### config.mk
export PLATFORM = sky130hd
export DESIGN_NAME = dma_direct_ch
export DESIGN_NICKNAME = d
export VERILOG_FILES = /design/src/rtl/dma_direct_pkg.sv /design/src/rtl/dma_addr_step.sv /design/src/rtl/dma_ch_regs.sv /design/src/rtl/dma_ch_seq.sv /design/src/rtl/dma_direct_ch.sv
export SDC_FILE = /design/constraint.sdc
export NUM_CORES = 1
export LEC_CHECK = 0
export BUFFER_PORTS_ARGS = -buffer_cell sky130_fd_sc_hd__buf_4
export CORE_MARGIN = 8
export CORE_UTILIZATION = 50
export CTS_BUF_LIST = sky130_fd_sc_hd__clkbuf_4 sky130_fd_sc_hd__clkbuf_8
export DETAILED_ROUTE_END_ITERATION = 10
export HOLD_SLACK_MARGIN = 0.06
export PLACE_DENSITY = 0.72
export SLEW_MARGIN = 20
export SYNTH_ARGS = -nofsm -noshare
export SYNTH_HDL_FRONTEND = slang
export SYNTH_SLANG_ARGS = --single-unit
### constraint.sdc
create_clock -name clk -period 8.87 [get_ports clk]
set_clock_uncertainty 0.05 [all_clocks]
set_input_delay 1.3305 -clock clk [delete_from_list [all_inputs] [get_ports clk]]
set_output_delay 1.3305 -clock clk [all_outputs]
set_load 0.005 [all_outputs]
### src/rtl/dma_direct_pkg.sv
// Package: shared types, register offsets and size helpers for the
// direct-mode DMA channel. Assumes a 32-bit register and data path.
package dma_direct_pkg;

    localparam logic [2:0] REG_SRC  = 3'd0;
    localparam logic [2:0] REG_DST  = 3'd1;
    localparam logic [2:0] REG_CNT  = 3'd2;
    localparam logic [2:0] REG_WMK  = 3'd3;
    localparam logic [2:0] REG_CTL  = 3'd4;
    localparam logic [2:0] REG_STAT = 3'd5;

    localparam int CTL_CMD_LSB = 16;

    typedef enum logic [1:0] {
        ST_IDLE = 2'd0,
        ST_RD   = 2'd1,
        ST_WR   = 2'd2
    } seq_state_e;

    typedef struct packed {
        logic       en;
        logic [1:0] size;
        logic [1:0] dmode;
        logic [1:0] smode;
        logic       ie;
        logic       eofbuf;
    } ctl_t;

    // Normalise the size code: code 3 behaves as a byte.
    function automatic logic [1:0] size_eff(input logic [1:0] code);
        return (code == 2'd3) ? 2'd0 : code;
    endfunction

    // Number of bytes in one item.
    function automatic logic [2:0] size_bytes(input logic [1:0] code);
        case (size_eff(code))
            2'd1:    return 3'd2;
            2'd2:    return 3'd4;
            default: return 3'd1;
        endcase
    endfunction

    // Byte-lane mask for one item.
    function automatic logic [31:0] size_mask(input logic [1:0] code);
        case (size_eff(code))
            2'd1:    return 32'h0000_FFFF;
            2'd2:    return 32'hFFFF_FFFF;
            default: return 32'h0000_00FF;
        endcase
    endfunction

endpackage

### src/rtl/dma_addr_step.sv
// Address stepper: computes the address after one item for a given
// mode (0/3 fixed, 1 increment, 2 decrement) and item size.
// Purely combinational; wraps modulo 2**ADDR_W.
module dma_addr_step
    import dma_direct_pkg::*;
#(
    parameter int ADDR_W = 32
) (
    input  logic [ADDR_W-1:0] cur,
    input  logic [1:0]        mode,
    input  logic [1:0]        size,
    output logic [ADDR_W-1:0] nxt
);
    logic [ADDR_W-1:0] step;

    // Step distance equals the item width in bytes.
    assign step = ADDR_W'(size_bytes(size));

    // Select the next address from the mode.
    always_comb begin
        case (mode)
            2'd1:    nxt = cur + step;
            2'd2:    nxt = cur - step;
            default: nxt = cur;
        endcase
    end
endmodule

### src/rtl/dma_ch_regs.sv
// Register file of the channel: source, destination, count, watermark,
// control word and sticky interrupt flag. Engine updates take priority
// over software writes in the same cycle; a buffer end clears enable and
// optionally captures the peripheral status. Assumes ADDR_W, LEN_W <= 32
// and CMD_W <= 16.
module dma_ch_regs
    import dma_direct_pkg::*;
#(
    parameter int ADDR_W = 32,
    parameter int LEN_W  = 16,
    parameter int CMD_W  = 8
) (
    input  logic              clk,
    input  logic              rst_n,
    input  logic              cfg_wr,
    input  logic [2:0]        cfg_addr,
    input  logic [31:0]       cfg_wdata,
    output logic [31:0]       cfg_rdata,
    input  logic              busy,
    input  logic              xfer_done,
    input  logic [ADDR_W-1:0] nsrc,
    input  logic [ADDR_W-1:0] ndst,
    input  logic [LEN_W-1:0]  nlen,
    input  logic              buf_end,
    input  logic              irq_set,
    input  logic [CMD_W-1:0]  per_status,
    output logic [ADDR_W-1:0] src_q,
    output logic [ADDR_W-1:0] dst_q,
    output logic [LEN_W-1:0]  len_q,
    output logic [LEN_W-1:0]  wm_q,
    output ctl_t              ctl_q,
    output logic [CMD_W-1:0]  cmd_q,
    output logic              irq_q
);
    logic clr_irq;

    // Software write-1-to-clear of the interrupt flag.
    assign clr_irq = cfg_wr && (cfg_addr == REG_STAT) && cfg_wdata[0];

    // Register state: software writes, then engine updates override.
    always_ff @(posedge clk) begin
        if (!rst_n) begin
            src_q <= '0;
            dst_q <= '0;
            len_q <= '0;
            wm_q  <= '0;
            ctl_q <= '0;
            cmd_q <= '0;
            irq_q <= 1'b0;
        end else begin
            if (cfg_wr) begin
                case (cfg_addr)
                    REG_SRC: src_q <= cfg_wdata[ADDR_W-1:0];
                    REG_DST: dst_q <= cfg_wdata[ADDR_W-1:0];
                    REG_CNT: len_q <= cfg_wdata[LEN_W-1:0];
                    REG_WMK: wm_q  <= cfg_wdata[LEN_W-1:0];
                    REG_CTL: begin
                        ctl_q.en     <= cfg_wdata[0];
                        ctl_q.size   <= cfg_wdata[2:1];
                        ctl_q.dmode  <= cfg_wdata[4:3];
                        ctl_q.smode  <= cfg_wdata[6:5];
                        ctl_q.ie     <= cfg_wdata[7];
                        ctl_q.eofbuf <= cfg_wdata[8];
                        cmd_q        <= cfg_wdata[CTL_CMD_LSB +: CMD_W];
                    end
                    default: ;
                endcase
            end
            if (clr_irq) begin
                irq_q <= 1'b0;
            end
            if (xfer_done) begin
                src_q <= nsrc;
                dst_q <= ndst;
                len_q <= nlen;
            end
            if (buf_end) begin
                ctl_q.en <= 1'b0;
                if (ctl_q.eofbuf) begin
                    cmd_q <= per_status;
                end
            end
            if (irq_set) begin
                irq_q <= 1'b1;
            end
        end
    end

    // Read multiplexer; reserved control bits always return zero.
    always_comb begin
        cfg_rdata = '0;
        case (cfg_addr)
            REG_SRC: cfg_rdata[ADDR_W-1:0] = src_q;
            REG_DST: cfg_rdata[ADDR_W-1:0] = dst_q;
            REG_CNT: cfg_rdata[LEN_W-1:0]  = len_q;
            REG_WMK: cfg_rdata[LEN_W-1:0]  = wm_q;
            REG_CTL: begin
                cfg_rdata[0]   = ctl_q.en;
                cfg_rdata[2:1] = ctl_q.size;
                cfg_rdata[4:3] = ctl_q.dmode;
                cfg_rdata[6:5] = ctl_q.smode;
                cfg_rdata[7]   = ctl_q.ie;
                cfg_rdata[8]   = ctl_q.eofbuf;
                cfg_rdata[CTL_CMD_LSB +: CMD_W] = cmd_q;
            end
            REG_STAT: begin
                cfg_rdata[0] = irq_q;
                cfg_rdata[1] = busy;
            end
            default: cfg_rdata = '0;
        endcase
    end
endmodule

### src/rtl/dma_ch_seq.sv
// Transfer sequencer: accepts one request while idle and enabled, runs a
// read beat then a write beat on the valid/ready port, and decides buffer
// end, count update and interrupt requests. Requests are not queued while
// a move is in flight. Assumes mem_rdata is valid with mem_ready.
module dma_ch_seq
    import dma_direct_pkg::*;
#(
    parameter int ADDR_W = 32,
    parameter int LEN_W  = 16
) (
    input  logic              clk,
    input  logic              rst_n,
    input  ctl_t              ctl,
    input  logic [LEN_W-1:0]  len,
    input  logic [LEN_W-1:0]  wm,
    input  logic [ADDR_W-1:0] src,
    input  logic [ADDR_W-1:0] dst,
    input  logic              req,
    input  logic              req_eof,
    output logic              mem_valid,
    output logic              mem_we,
    output logic [1:0]        mem_size,
    output logic [ADDR_W-1:0] mem_addr,
    output logic [31:0]       mem_wdata,
    input  logic              mem_ready,
    input  logic [31:0]       mem_rdata,
    output logic              busy,
    output logic              xfer_done,
    output logic [LEN_W-1:0]  nlen,
    output logic              buf_end,
    output logic              irq_set
);
    seq_state_e        state_q, state_d;
    logic [31:0]       data_q;
    logic              eof_pend_q;
    logic              start;
    logic              quick_end;
    logic              last;
    logic              wm_hit;

    // Start a move on a request while enabled with items left.
    assign start     = (state_q == ST_IDLE) && ctl.en && req && (len != '0);
    // End at once on lone end-of-frame or on a request with nothing left.
    assign quick_end = (state_q == ST_IDLE) && ctl.en && !start && (req || req_eof);

    assign nlen   = len - LEN_W'(1);
    assign last   = (nlen == '0) || eof_pend_q;
    assign wm_hit = ctl.ie && (wm != '0) && (nlen == wm);

    // Next-state logic of the read/write sequence.
    always_comb begin
        state_d = state_q;
        case (state_q)
            ST_IDLE: if (start)     state_d = ST_RD;
            ST_RD:   if (mem_ready) state_d = ST_WR;
            ST_WR:   if (mem_ready) state_d = ST_IDLE;
            default: state_d = ST_IDLE;
        endcase
    end

    // State, captured read data and pending end-of-frame.
    always_ff @(posedge clk) begin
        if (!rst_n) begin
            state_q    <= ST_IDLE;
            data_q     <= '0;
            eof_pend_q <= 1'b0;
        end else begin
            state_q <= state_d;
            if (start) begin
                eof_pend_q <= req_eof;
            end
            if ((state_q == ST_RD) && mem_ready) begin
                data_q <= mem_rdata & size_mask(ctl.size);
            end
        end
    end

    // Memory port drive.
    always_comb begin
        mem_valid = (state_q != ST_IDLE);
        mem_we    = (state_q == ST_WR);
        mem_size  = size_eff(ctl.size);
        mem_addr  = (state_q == ST_WR) ? dst : src;
        mem_wdata = data_q;
    end

    // Completion events towards the register file.
    always_comb begin
        busy      = (state_q != ST_IDLE);
        xfer_done = (state_q == ST_WR) && mem_ready;
        buf_end   = quick_end || (xfer_done && last);
        irq_set   = (quick_end && (ctl.ie || req_eof))
                  || (xfer_done && last && (ctl.ie || eof_pend_q))
                  || (xfer_done && wm_hit);
    end
endmodule

### src/rtl/dma_direct_ch.sv
// Top of the direct-mode DMA channel: register file, transfer sequencer
// and one address stepper per direction (generated). Assumes a single
// memory port shared by read and write beats.
module dma_direct_ch
    import dma_direct_pkg::*;
#(
    parameter int ADDR_W = 32,
    parameter int LEN_W  = 16,
    parameter int CMD_W  = 8
) (
    input  logic              clk,
    input  logic              rst_n,
    input  logic              cfg_wr,
    input  logic [2:0]        cfg_addr,
    input  logic [31:0]       cfg_wdata,
    output logic [31:0]       cfg_rdata,
    input  logic              dma_req,
    input  logic              dma_req_eof,
    input  logic [CMD_W-1:0]  periph_status,
    output logic [CMD_W-1:0]  periph_cmd,
    output logic              mem_valid,
    output logic              mem_we,
    output logic [1:0]        mem_size,
    output logic [ADDR_W-1:0] mem_addr,
    output logic [31:0]       mem_wdata,
    input  logic              mem_ready,
    input  logic [31:0]       mem_rdata,
    output logic              irq
);
    localparam int N_PTR = 2;   // index 0 source, index 1 destination

    ctl_t              ctl;
    logic [ADDR_W-1:0] src_q, dst_q;
    logic [LEN_W-1:0]  len_q, wm_q, nlen;
    logic [CMD_W-1:0]  cmd_q;
    logic              busy, xfer_done, buf_end, irq_set, irq_q;
    logic [ADDR_W-1:0] ptr_cur [N_PTR];
    logic [ADDR_W-1:0] ptr_nxt [N_PTR];
    logic [1:0]        ptr_mode [N_PTR];

    assign ptr_cur[0]  = src_q;
    assign ptr_cur[1]  = dst_q;
    assign ptr_mode[0] = ctl.smode;
    assign ptr_mode[1] = ctl.dmode;

    // One address stepper per pointer.
    for (genvar g = 0; g < N_PTR; g++) begin : g_step
        dma_addr_step #(.ADDR_W(ADDR_W)) u_step (
            .cur  (ptr_cur[g]),
            .mode (ptr_mode[g]),
            .size (ctl.size),
            .nxt  (ptr_nxt[g])
        );
    end

    dma_ch_regs #(.ADDR_W(ADDR_W), .LEN_W(LEN_W), .CMD_W(CMD_W)) u_regs (
        .clk        (clk),
        .rst_n      (rst_n),
        .cfg_wr     (cfg_wr),
        .cfg_addr   (cfg_addr),
        .cfg_wdata  (cfg_wdata),
        .cfg_rdata  (cfg_rdata),
        .busy       (busy),
        .xfer_done  (xfer_done),
        .nsrc       (ptr_nxt[0]),
        .ndst       (ptr_nxt[1]),
        .nlen       (nlen),
        .buf_end    (buf_end),
        .irq_set    (irq_set),
        .per_status (periph_status),
        .src_q      (src_q),
        .dst_q      (dst_q),
        .len_q      (len_q),
        .wm_q       (wm_q),
        .ctl_q      (ctl),
        .cmd_q      (cmd_q),
        .irq_q      (irq_q)
    );

    dma_ch_seq #(.ADDR_W(ADDR_W), .LEN_W(LEN_W)) u_seq (
        .clk       (clk),
        .rst_n     (rst_n),
        .ctl       (ctl),
        .len       (len_q),
        .wm        (wm_q),
        .src       (src_q),
        .dst       (dst_q),
        .req       (dma_req),
        .req_eof   (dma_req_eof),
        .mem_valid (mem_valid),
        .mem_we    (mem_we),
        .mem_size  (mem_size),
        .mem_addr  (mem_addr),
        .mem_wdata (mem_wdata),
        .mem_ready (mem_ready),
        .mem_rdata (mem_rdata),
        .busy      (busy),
        .xfer_done (xfer_done),
        .nlen      (nlen),
        .buf_end   (buf_end),
        .irq_set   (irq_set)
    );

    assign periph_cmd = cmd_q;
    assign irq        = irq_q;
endmodule

Word-level counts from Yosys, hierarchy flattened --
Cells that the tools add are included.
Operators by class: $add $sub $neg 5, eq/ne operators 20, muxes and demuxes 32, bitwise operators 2, reduce and logical (&&, ||, !) cells 41
Operator list (count):
- $mux 32 | 9
- $pmux 32 s2 | 3
- $add 32x3->32 | 2
- $sub 32x3->32 | 2
- $mux 16 | 3
- $pmux 7 s5 | 1
- $and 32x32->32 | 1
- $mux 8 | 4
- $reduce_bool 16->1 | 2
- $pmux 7 s4 | 1
- $pmux 8 s3 | 1
- $eq 16x16->1 | 1
- $logic_not 16->1 | 1
- $pmux 8 s2 | 1
- $sub 16x1->16 const B | 1
- $logic_and 1x1->1 | 15
- $pmux 2 s6 | 1
- $reduce_bool 2->1 | 6
- $eq 2x2->1 const B | 5
- $reduce_and 3->1 | 3
- $eq 2x1->1 const B | 4
- $mux 2 | 4
- $logic_or 1x1->1 | 7
- $eq 3x2->1 const B | 2
- other kinds (14) | 20
Storage, ports and cells: flip-flop bits (word level) 149, input port bits 81, output and inout port bits 109, logic and storage cells 115

Longest topological paths before layout --
Gate-level depths: netlist (run 1).
depth after elaboration 11, mapped depth 16, gate-level depth less buffers 16

Hierarchy --
A second synthesis (run 1) with hierarchy kept.
Unflattened totals: cells, all modules 1618, area, all modules 12909.9 sq um
Modules (own cells, without submodules):
- dma_ch_regs | times used 1, cells an instance 678, area an instance 6050.8 sq um, sequential area each 2282.2 sq um
- dma_ch_seq | times used 1, cells an instance 333, area an instance 2737.6 sq um, sequential area each 700.7 sq um
- dma_addr_step at g_step[1].u_step | times used 1, cells an instance 314, area an instance 2122.0 sq um, sequential area each 0.0 sq um
- dma_addr_step at g_step[0].u_step | times used 1, cells an instance 293, area an instance 1999.4 sq um, sequential area each 0.0 sq um

Worst setup path after synthesis (run 1) --
No wires, ideal clock.
path type register to register, from register, netlist name u_regs.ctl_q[6], to register u_regs.src_q[30], setup time 0.122 ns, data arrival time 3.847 ns, data required time 8.698 ns, slack 4.851 ns, stages on the path, launching flop included 16, path buffers 1, period minus slack after synthesis 4.019 ns, cell sequence dfxtp_1 > inv_1 > ha_1 > clkbuf_1 > o21ai_0 > fa_1 > a21o_1 > a21o_1 > a2111oi_2 > o21bai_1 > a31oi_1 > o21ai_1 > a311oi_1 > o31a_1 > nor4_1 > a221o_1
On the way: longest elaborated chain between the ends 7, elaborated cells on any way between the ends 9, those cells by class add/sub (2); eq/ne (3); mux (4)
Ends and longest elaborated chain:
- $eq 2x2->1 | RTL line dma_direct_pkg.sv:31 | return (code == 2'd3) ? 2'd0 : code;
- $mux 2 (*) | RTL line dma_direct_pkg.sv:31
- $eq 2x2->1 or $eq 2x1->1 (tied branches) | RTL line dma_direct_pkg.sv:36 | case (size_eff(code))
- $pmux 3 s2 (*) | RTL line dma_direct_pkg.sv:36
- $sub 32x3->32 or $add 32x3->32 (tied branches) | RTL line dma_addr_step.sv:23, dma_addr_step.sv:22
- $pmux 32 s2 (*) | RTL line dma_addr_step.sv:21 | case (mode)
- $mux 32 (*) | RTL line dma_ch_regs.sv:72 | if (xfer_done) begin
- to (signal assigned) | RTL line dma_ch_regs.sv:53 | REG_SRC: src_q <= cfg_wdata[ADDR_W-1:0];
- to (signal assigned) | RTL line dma_ch_regs.sv:73 | src_q <= nsrc;
- to (decl) | RTL line dma_ch_regs.sv:27 | output logic [ADDR_W-1:0] src_q,
Every way passes the cells marked *; elsewhere a longest branch is shown, timed or not. A chain may end at the register's enable or synchronous reset.

Final worst setup path (run 1) --
from register, netlist name u_regs.ctl_q[6], to register u_regs.src_q[30]
On the way: longest elaborated chain between the ends 7, elaborated cells on any way between the ends 9, those cells by class add/sub (2); eq/ne (3); mux (4)
Ends and longest elaborated chain (RTL line):
- $eq 2x2->1 | dma_direct_pkg.sv:31
- $mux 2 (*) | dma_direct_pkg.sv:31
- $eq 2x2->1 or $eq 2x1->1 (tied branches) | dma_direct_pkg.sv:36
- $pmux 3 s2 (*) | dma_direct_pkg.sv:36
- $sub 32x3->32 or $add 32x3->32 (tied branches) | dma_addr_step.sv:23, dma_addr_step.sv:22
- $pmux 32 s2 (*) | dma_addr_step.sv:21
- $mux 32 (*) | dma_ch_regs.sv:72
Marked as above.

==> results of run 1 <==
==> cell usage in the layout, fill, tap and decap left out, drive strengths merged, types with 9 or more instances in the layout <==
cell type and n:
nand4 9, ha 72, and3 11, a22oi 20
nor2 110, clkbuf 17, buf 200, nand2 322
o21ai 85, nor2b 16, dfxtp 149, nor3 27
xor2 31, nand3b 10, nor4 12, mux2i 22
o21bai 11, nand3 37, o22ai 14, xnor2 49
a21o 39, a311oi 16, inv 34, a221oi 10
a211oi 9, a21oi 144, a31oi 42
==> registers in the layout (all words and copies together) (netlist names) <==
| signal | cells |
|---|---|
| u_regs.cmd_q | 8 |
| u_regs.ctl_q | 9 |
| u_regs.dst_q | 32 |
| u_regs.irq_q | 1 |
| u_regs.len_q | 16 |
| u_regs.src_q | 32 |
| u_regs.wm_q | 16 |
| u_seq.eof_pend_q | 1 |
| u_seq.mem_wdata | 32 |
| u_seq.state_q | 2 |
==> metal layers <==
layer,part of all wire (%),vias up
met5,0,-
met4,3.5,0
met3,9.0,85
met2,44,597
met1,43,5497
li1,-,5595
==> worst max-delay path by stage <==
stage	start	end	slack [ns]	cells after the start
5_1_grt	u_regs.ctl_q[6]$_SDFFE_PN0P_	u_regs.src_q[30]$_SDFFE_PN0P_	3.75	14
6_report	u_regs.ctl_q[6]$_SDFFE_PN0P_	u_regs.src_q[30]$_SDFFE_PN0P_	4.21	14
4_1_cts	u_regs.ctl_q[6]$_SDFFE_PN0P_	u_regs.src_q[30]$_SDFFE_PN0P_	4.24	14
3_3_place_gp	cfg_addr[0]	cfg_rdata[17]	4.39	6
2_1_floorplan	u_regs.ctl_q[6]$_SDFFE_PN0P_	u_regs.src_q[30]$_SDFFE_PN0P_	4.85	15
3_5_place_dp	u_regs.ctl_q[6]$_SDFFE_PN0P_	u_regs.src_q[30]$_SDFFE_PN0P_	4.26	14
==> metrics by stage <==
| step | instance area [um^2] | power (uW) | instances |
|---|---|---|---|
| finish | 12800 | 1470 | 1910 |
| global route | 12800 | 1530 | 1910 |
| CTS | 12800 | 1470 | 1910 |
| detailed placement | 12500 | 944 | 1878 |
| global placement | 12400 | 940 | 1878 |
| floorplan | 10900 | 850 | 1492 |
==> power groups by stage <==
stage               sequential (uW)  combinational, uW  clock (uW)
floorplan                       709                141           0
global placement                717                223           0
detailed placement              717                227           0
CTS                             702                228         541
global route                    704                252         573
finish                          702                232         536
==> logic make-up (layout without fill, tap and decap cells) <==
logic type | Yosys count | count (layout) | share of synthesized area [%]
buf+inv | 123 | 261 | 4.35
simple gates | 590 | 590 | 23.7
mux | 36 | 36 | 4.28
flops | 149 | 149 | 27.3
xor+xnor | 80 | 80 | 6.41
fa+ha+maj | 74 | 74 | 8.60
compound gates | 440 | 440 | 25.3
==> worst register-to-register path, stage by stage (launching register included) <==
cell and delay, ns:
dfxtp_1 0.41, inv_1 0.06, ha_1 0.50, o21ai_0 0.25
fa_1 0.48, a21o_1 0.17, a21o_1 0.21, a2111oi_2 0.51
o21bai_1 0.24, a31oi_1 0.36, o21ai_1 0.16, a311oi_1 0.56
o31a_1 0.27, nor4_1 0.06, a221o_1 0.26
==> cell type report <==
type / count / area share (%)
Multi-Input combinational cell: 1220 / 58.5
Sequential cell: 149 / 23.2
Timing Repair Buffer: 200 / 11.7
Tap cell: 280 / 2.73
Clock buffer: 17 / 1.82
Clock inverter: 15 / 1.14
Inverter: 29 / 0.858
==> results.md, run 1 <==
- Setup WS post-layout: 4.21 ns
- Met3 usage: 5.31%
- Internal: 1010 uW
- Ranking of synthesized cells by area: dfxtp_1 (27%), nand2_1 (11%), ha_1 (8.2%)
- Hold Path Depth: 2
- CP Data Required Time: 9.18 ns
- Hold endpoint: u_seq.mem_wdata[11]$_SDFFE_PN0P_
- Diodes inserted: 0
- CP max FO: 13
- Multi-input gate area: 7510 um^2
- DIE AREA: 26,900 um^2
- Max H-tree Level: 4
- Syn_nets: 1,647
- Reg power frac: 47.8%
- Largest net degree at the start of global routing: 101
- Status: completed
- Most repeated library cell on the critical path: a21o_1
- Max incr delay on CP: 0.56 ns
- CTS clock-pin slew for the worst setup and hold paths: 0.09 ns
- Final nets: 1,772
- Vias per cell: 6.16
- Fillers: 2,030
- Ports: 190
- Combinational fraction of design power: 15.8%
- Root buffer cell: clkbuf_8
- Clock Power Share: 36.4%
- Worst R2R Path Depth: 14
- Worst R2R End: u_regs.src_q[30]$_SDFFE_PN0P_
- Setup WS pre-CTS: 4.26 ns
- Hold_sp: u_seq.mem_wdata[11]$_SDFFE_PN0P_
- Detail Route Antenna Nets: 0
- Post-DP HPWL: 27,000 um
- Synth cell count leaders: nand2_1 (322), dfxtp_1 (149), a21oi_1 (143)
- Post-synthesis sequential area ratio: 27.3%
- Post-CTS Setup Inserts: 0
- Starting Density: 50.6%
- Ys async rst share: 0%
- Mapped Cells: 1,492
- Max VDD drop: 0.0800 mV
- Post-synth EDFFs: 0
- Synth Register Bits: 149
- Port Buffers: 189
- Vias: 11.8k
- Die height: 164 um
- Post-synth top area cell: dfxtp_1
- TritonCTS clock tree: built
- Final core occ: 59.4%
- Fin Setup TNS: 0 ns
- Routed wire length: 38,000 um
- Hold Path Class: reg2reg
- Critical Path Start Type: flop
- Worst R2R Setup Slack: 4.21 ns
- Share of layout cells above drive strength 1: 16.4%
- CTS Sinks: 149
- CP Capture Type: flop
- P_sw: 463 uW
- Drt initial violations: 1,283
- Final Setup Violations: 0
- Min Tclk post-route: 4.66 ns
- Max-Cap Viols: 0
- Die width: 164 um
- Leakage: 0.00563 uW
- Largest delay share family, worst path: compound AO/OA/AOI/OAI gates
- Core Region: 21,600 um^2
- Hold slack: 0.406 ns
- M2 GR Usage: 43.7%
- Reg2reg start: u_regs.ctl_q[6]$_SDFFE_PN0P_
- Clk_lat worst skew: 0.47 ns
- Post-synth top area share: 27.3%
- Cell Area, Synth: 10,900 um^2
- Slew HR: 22.9%
- WL per Instance: 19.9 um
- Crit path buf inv count: 1
- Count leader, synth: nand2_1
- Max Freq: 215 MHz
- RSZ-0062 raised after global routing: false
- Gr usage total: 27.9%
- Pwr dens: 115 nW/um^2
- Met1 global-route usage: 36.8%
- DRT Pass-1 Iters: 8
- Most used routing layer: met2
- Vias in the first global route: 11.1k
- # hold bufs at CTS: 0
- Row count: 54
- Syn_area_per_cell: 7.33 um^2
- DRC: 0
- Register area: 2980 um^2
- Synth cell types: 70
- Post_cts resized: 0
- Final worst-path cycle share: 52.5%
- Clock Tree Buf Depth: 2
- CP Class: reg2reg
- Final RePlAce weighted congestion: 0.980
- CTS Buf Count: 17
- Critical Path, Cell by Cell: inv_1, ha_1, o21ai_0, fa_1, a21o_1, a21o_1, a2111oi_2, o21bai_1, a31oi_1, o21ai_1, a311oi_1, o31a_1, nor4_1, a221o_1
- Worst path arrival time: 4.96 ns
- Final hold vios: 0
- Total global routing overflow: 0
- Net Sw Frac: 31.5%
- Crit path max-delay cell type: a311oi_1
- Post-synth top flop: dfxtp_1
- First-pass GRT wire length: 59,800 um
- Synth-to-Final Area Change: 17.4%
- Slew @ Worst Pin: 1.15 ns
- Fin. max-slew vios: 0
- Synth warnings: 0
- Initial antenna violation count: 0
No activity file was read; power rests on OpenSTA's default activity.
==> run 2: changes to the inputs <==
--- a/config.mk
+++ b/config.mk
@@ -11,7 +11,7 @@
 export CTS_BUF_LIST = sky130_fd_sc_hd__clkbuf_4 sky130_fd_sc_hd__clkbuf_8
 export DETAILED_ROUTE_END_ITERATION = 10
 export HOLD_SLACK_MARGIN = 0.06
-export PLACE_DENSITY = 0.72
+export PLACE_DENSITY = 0.75
 export SLEW_MARGIN = 20
 export SYNTH_ARGS = -nofsm -noshare
 export SYNTH_HDL_FRONTEND = slang
==> constraint.sdc (replaced) <==
create_clock -name clk -period 4.1 [get_ports clk]
set_clock_uncertainty 0.05 [all_clocks]
set_input_delay 0.615 -clock clk [delete_from_list [all_inputs] [get_ports clk]]
set_output_delay 0.615 -clock clk [all_outputs]
set_load 0.005 [all_outputs]
==> run 2 against run 1 <==
  * Register-to-register slack worse by 4.0 ns
  * Clock power increased by 120%
  * Global-route usage is 0.47 points lower
  * Via count down 0.13%
  * Die area is the same
  * Count of clock-buffer cells in the layout up 5
  * Combinational power increased by 120%
  * Largest power group unchanged
  * Sequential power up 120%
  * Final area is 1.7% higher
  * First-iteration DRC count up 0.47%
  * Highest routed layer unchanged
  * Hold slack lost 0.067 ns
  * Critical path depth grew 2
==> results.md, run 2 (same netlist as run 1, synthesis figures left out) <==
- CP max FO: 10 (-3)
- Port Buffers: 189 (unchanged)
- WL per Instance: 19.7 um (-0.97%)
- Max Freq: 255 MHz (+19%)
- Core Region: 21,600 um^2 (unchanged)
- Max-Cap Viols: 0 (unchanged)
- Final nets: 1,794 (+1.2%)
- Setup WS post-layout: 0.172 ns (-4.04 ns)
- Clock Power Share: 37.1% (+0.7 points)
- Max VDD drop: 0.193 mV (+140%)
- Final Total Pwr: 3220 uW (+120%)
- Internal: 2280 uW (+130%)
- Reg power frac: 47.1% (-0.7 points)
- Critical Path Start Type: flop
- Root buffer cell: clkbuf_8
- Combinational fraction of design power: 15.8% (about the same)
- CP Class: reg2reg
- TritonCTS clock tree: built
- Min Tclk post-route: 3.93 ns (-0.727 ns)
- Hold Path Class: in2reg
- Setup WS pre-CTS: -0.0356 ns (-4.29 ns)
- Status: completed
- Initial antenna violation count: 0 (unchanged)
- DP Area: 12,600 um^2 (+1.4%)
- Slew @ Worst Pin: 0.879 ns (-0.274 ns)
- Final hold vios: 0 (unchanged)
- CP Data Required Time: 4.43 ns (-4.75 ns)
- Final RePlAce weighted congestion: 0.981 (about the same)
- Top Layer Used: met4
- Share of layout cells above drive strength 1: 17.7% (+1.3 points)
- CTS Sinks: 149 (unchanged)
- P_sw: 940 uW (+100%)
- Clock Tree Buf Depth: 2 (unchanged)
- Routed wire length: 38,000 um (about the same)
- Worst path arrival time: 4.26 ns (-0.70 ns)
- Drt initial violations: 1,289 (+0.47%)
- Gr usage total: 27.4% (-0.47 points)
- Die height: 164 um (unchanged)
- Largest net degree at the start of global routing: 66 (-35%)
- Total global routing overflow: 0 (unchanged)
- DIE AREA: 26,900 um^2 (unchanged)
- Slew HR: 41.2% (+18 points)
- Vias per cell: 6.09 (-1.2%)
- Starting Density: 50.6% (unchanged)
- DRT Pass-1 Iters: 6 (-2)
- CTS clock-pin slew for the worst setup and hold paths: 0.09 ns (about the same)
- Net Sw Frac: 29.2% (-2.4 points)
- Max H-tree Level: 4 (unchanged)
- Ports: 190 (unchanged)
- Fin. max-slew vios: 0 (unchanged)
- Inst Count DP: 1,900 (+1.2%)
- Post-DP HPWL: 27,500 um (+1.9%)
- Pwr dens: 247 nW/um^2 (+120%)
- Met2 WL: 17,300 um (+2.7%)
- DRT met1 WL: 16,800 um (+2.5%)
- Vias in the first global route: 11.0k (-1.4%)
- Most frequent cells in the layout: nand2_1 (321), buf_4 (221), dfxtp_1 (149), a21oi_1 (143), nor2_1 (108)
- Vias: 11.8k (-0.13%)
- RSZ-0062 raised after global routing: false
- Commonest non-fill, non-tap cell in the layout: nand2_1
- Row count: 54 (unchanged)
- Fin cells: 1,930 (+1.0%)
- CTS Buf Count: 17 (unchanged)
- Clk_lat worst skew: 0.47 ns (about the same)
- Finished Cell Area: 13,100 um^2 (+1.7%)
- Final core occ: 60.4% (+1.0 points)
- Final Setup Violations: 0 (unchanged)
- Detail Route Antenna Nets: 0 (unchanged)
- First-pass GRT wire length: 59,100 um (-1.2%)
- Leakage: 0.00576 uW (+2.3%)
- Die width: 164 um (unchanged)
- Met3 Wirelength: 2840 um (-18%)
- Synth-to-Final Area Change: 19.4%
- CP Capture Type: flop
- DRC: 0 (unchanged)
- Final worst-path cycle share: 95.8% (+43 points)
- Diodes inserted: 0 (unchanged)
[run 2: cell count changes in the layout (fill, tap and decap cells not counted), sizes merged]
cell	before	now
clkbuf	17	22
buf	200	222
clkinv	5	4
bufinv	1	2
inv	34	28
clkinvlp	4	3
[run 2: metal layers]
layer	track usage [%]	up-vias
li1	-	5637
met1	36.1	5511
met3	5.34	73
met5	0	-
met4	9.83	0
met2	43.8	538
[run 2: what timing repair did]
action	in CTS	in global routing
cloned	0	0
resized for setup	1	5
pin swaps	0	1
hold buffers	0	0
buffers inserted	0	0
endpoints found under the setup margin	2	12
[run 2: through the flow]
step,TNS (ns),hold WS [ns]
final,0,0.339
after floorplan,0,0.398
after CTS,0,0.324
after detailed placement,-0.0700,0.395
after global placement,0,0.388
after global routing,0,0.333
[run 2: power by group through the flow]
stage | sequential (uW) | combinational, uW | clock (uW)
after floorplan | 1530 | 305 | 0
after global placement | 1550 | 492 | 0
after detailed placement | 1550 | 498 | 0
after CTS | 1520 | 501 | 1200
after global routing | 1520 | 551 | 1270
final | 1520 | 510 | 1200
[run 2: worst max-delay path, cell delays in order (launching register included)]
cell and delay [ns]:
dfxtp_1 0.34, inv_1 0.05, ha_1 0.34, buf_4 0.19, mux2i_1 0.30, ha_1 0.17
nand2_1 0.04, o21ai_0 0.59, a211o_1 0.25, a21oi_1 0.06, buf_4 0.16, o21ai_0 0.29
a21o_1 0.27, a311o_1 0.27, a31oi_1 0.12, xor2_1 0.16, o32ai_1 0.20
[run 2: final cells by class]
cell class | count | area (um^2)
Fill cell | 2030 | 8570
Clock inverter | 8 | 101
Tap cell | 280 | 350
Sequential cell | 149 | 2980
Inverter | 29 | 110
Clock buffer | 22 | 290
Timing Repair Buffer | 222 | 1680
Multi-Input combinational cell | 1220 | 7540
[run 2: final timing paths]
check / start / end / slack [ns] / cells after the start
worst min register to register: u_seq.mem_wdata[9]$_SDFFE_PN0P_ / u_seq.mem_wdata[9]$_SDFFE_PN0P_ / 0.40 / 2
worst min-delay path: mem_rdata[2] / u_seq.mem_wdata[2]$_SDFFE_PN0P_ / 0.34 / 3
worst max-delay path: u_regs.ctl_q[6]$_SDFFE_PN0P_ / u_regs.dst_q[29]$_SDFFE_PN0P_ / 0.17 / 16
worst max register to register: u_regs.ctl_q[6]$_SDFFE_PN0P_ / u_regs.dst_q[29]$_SDFFE_PN0P_ / 0.17 / 16
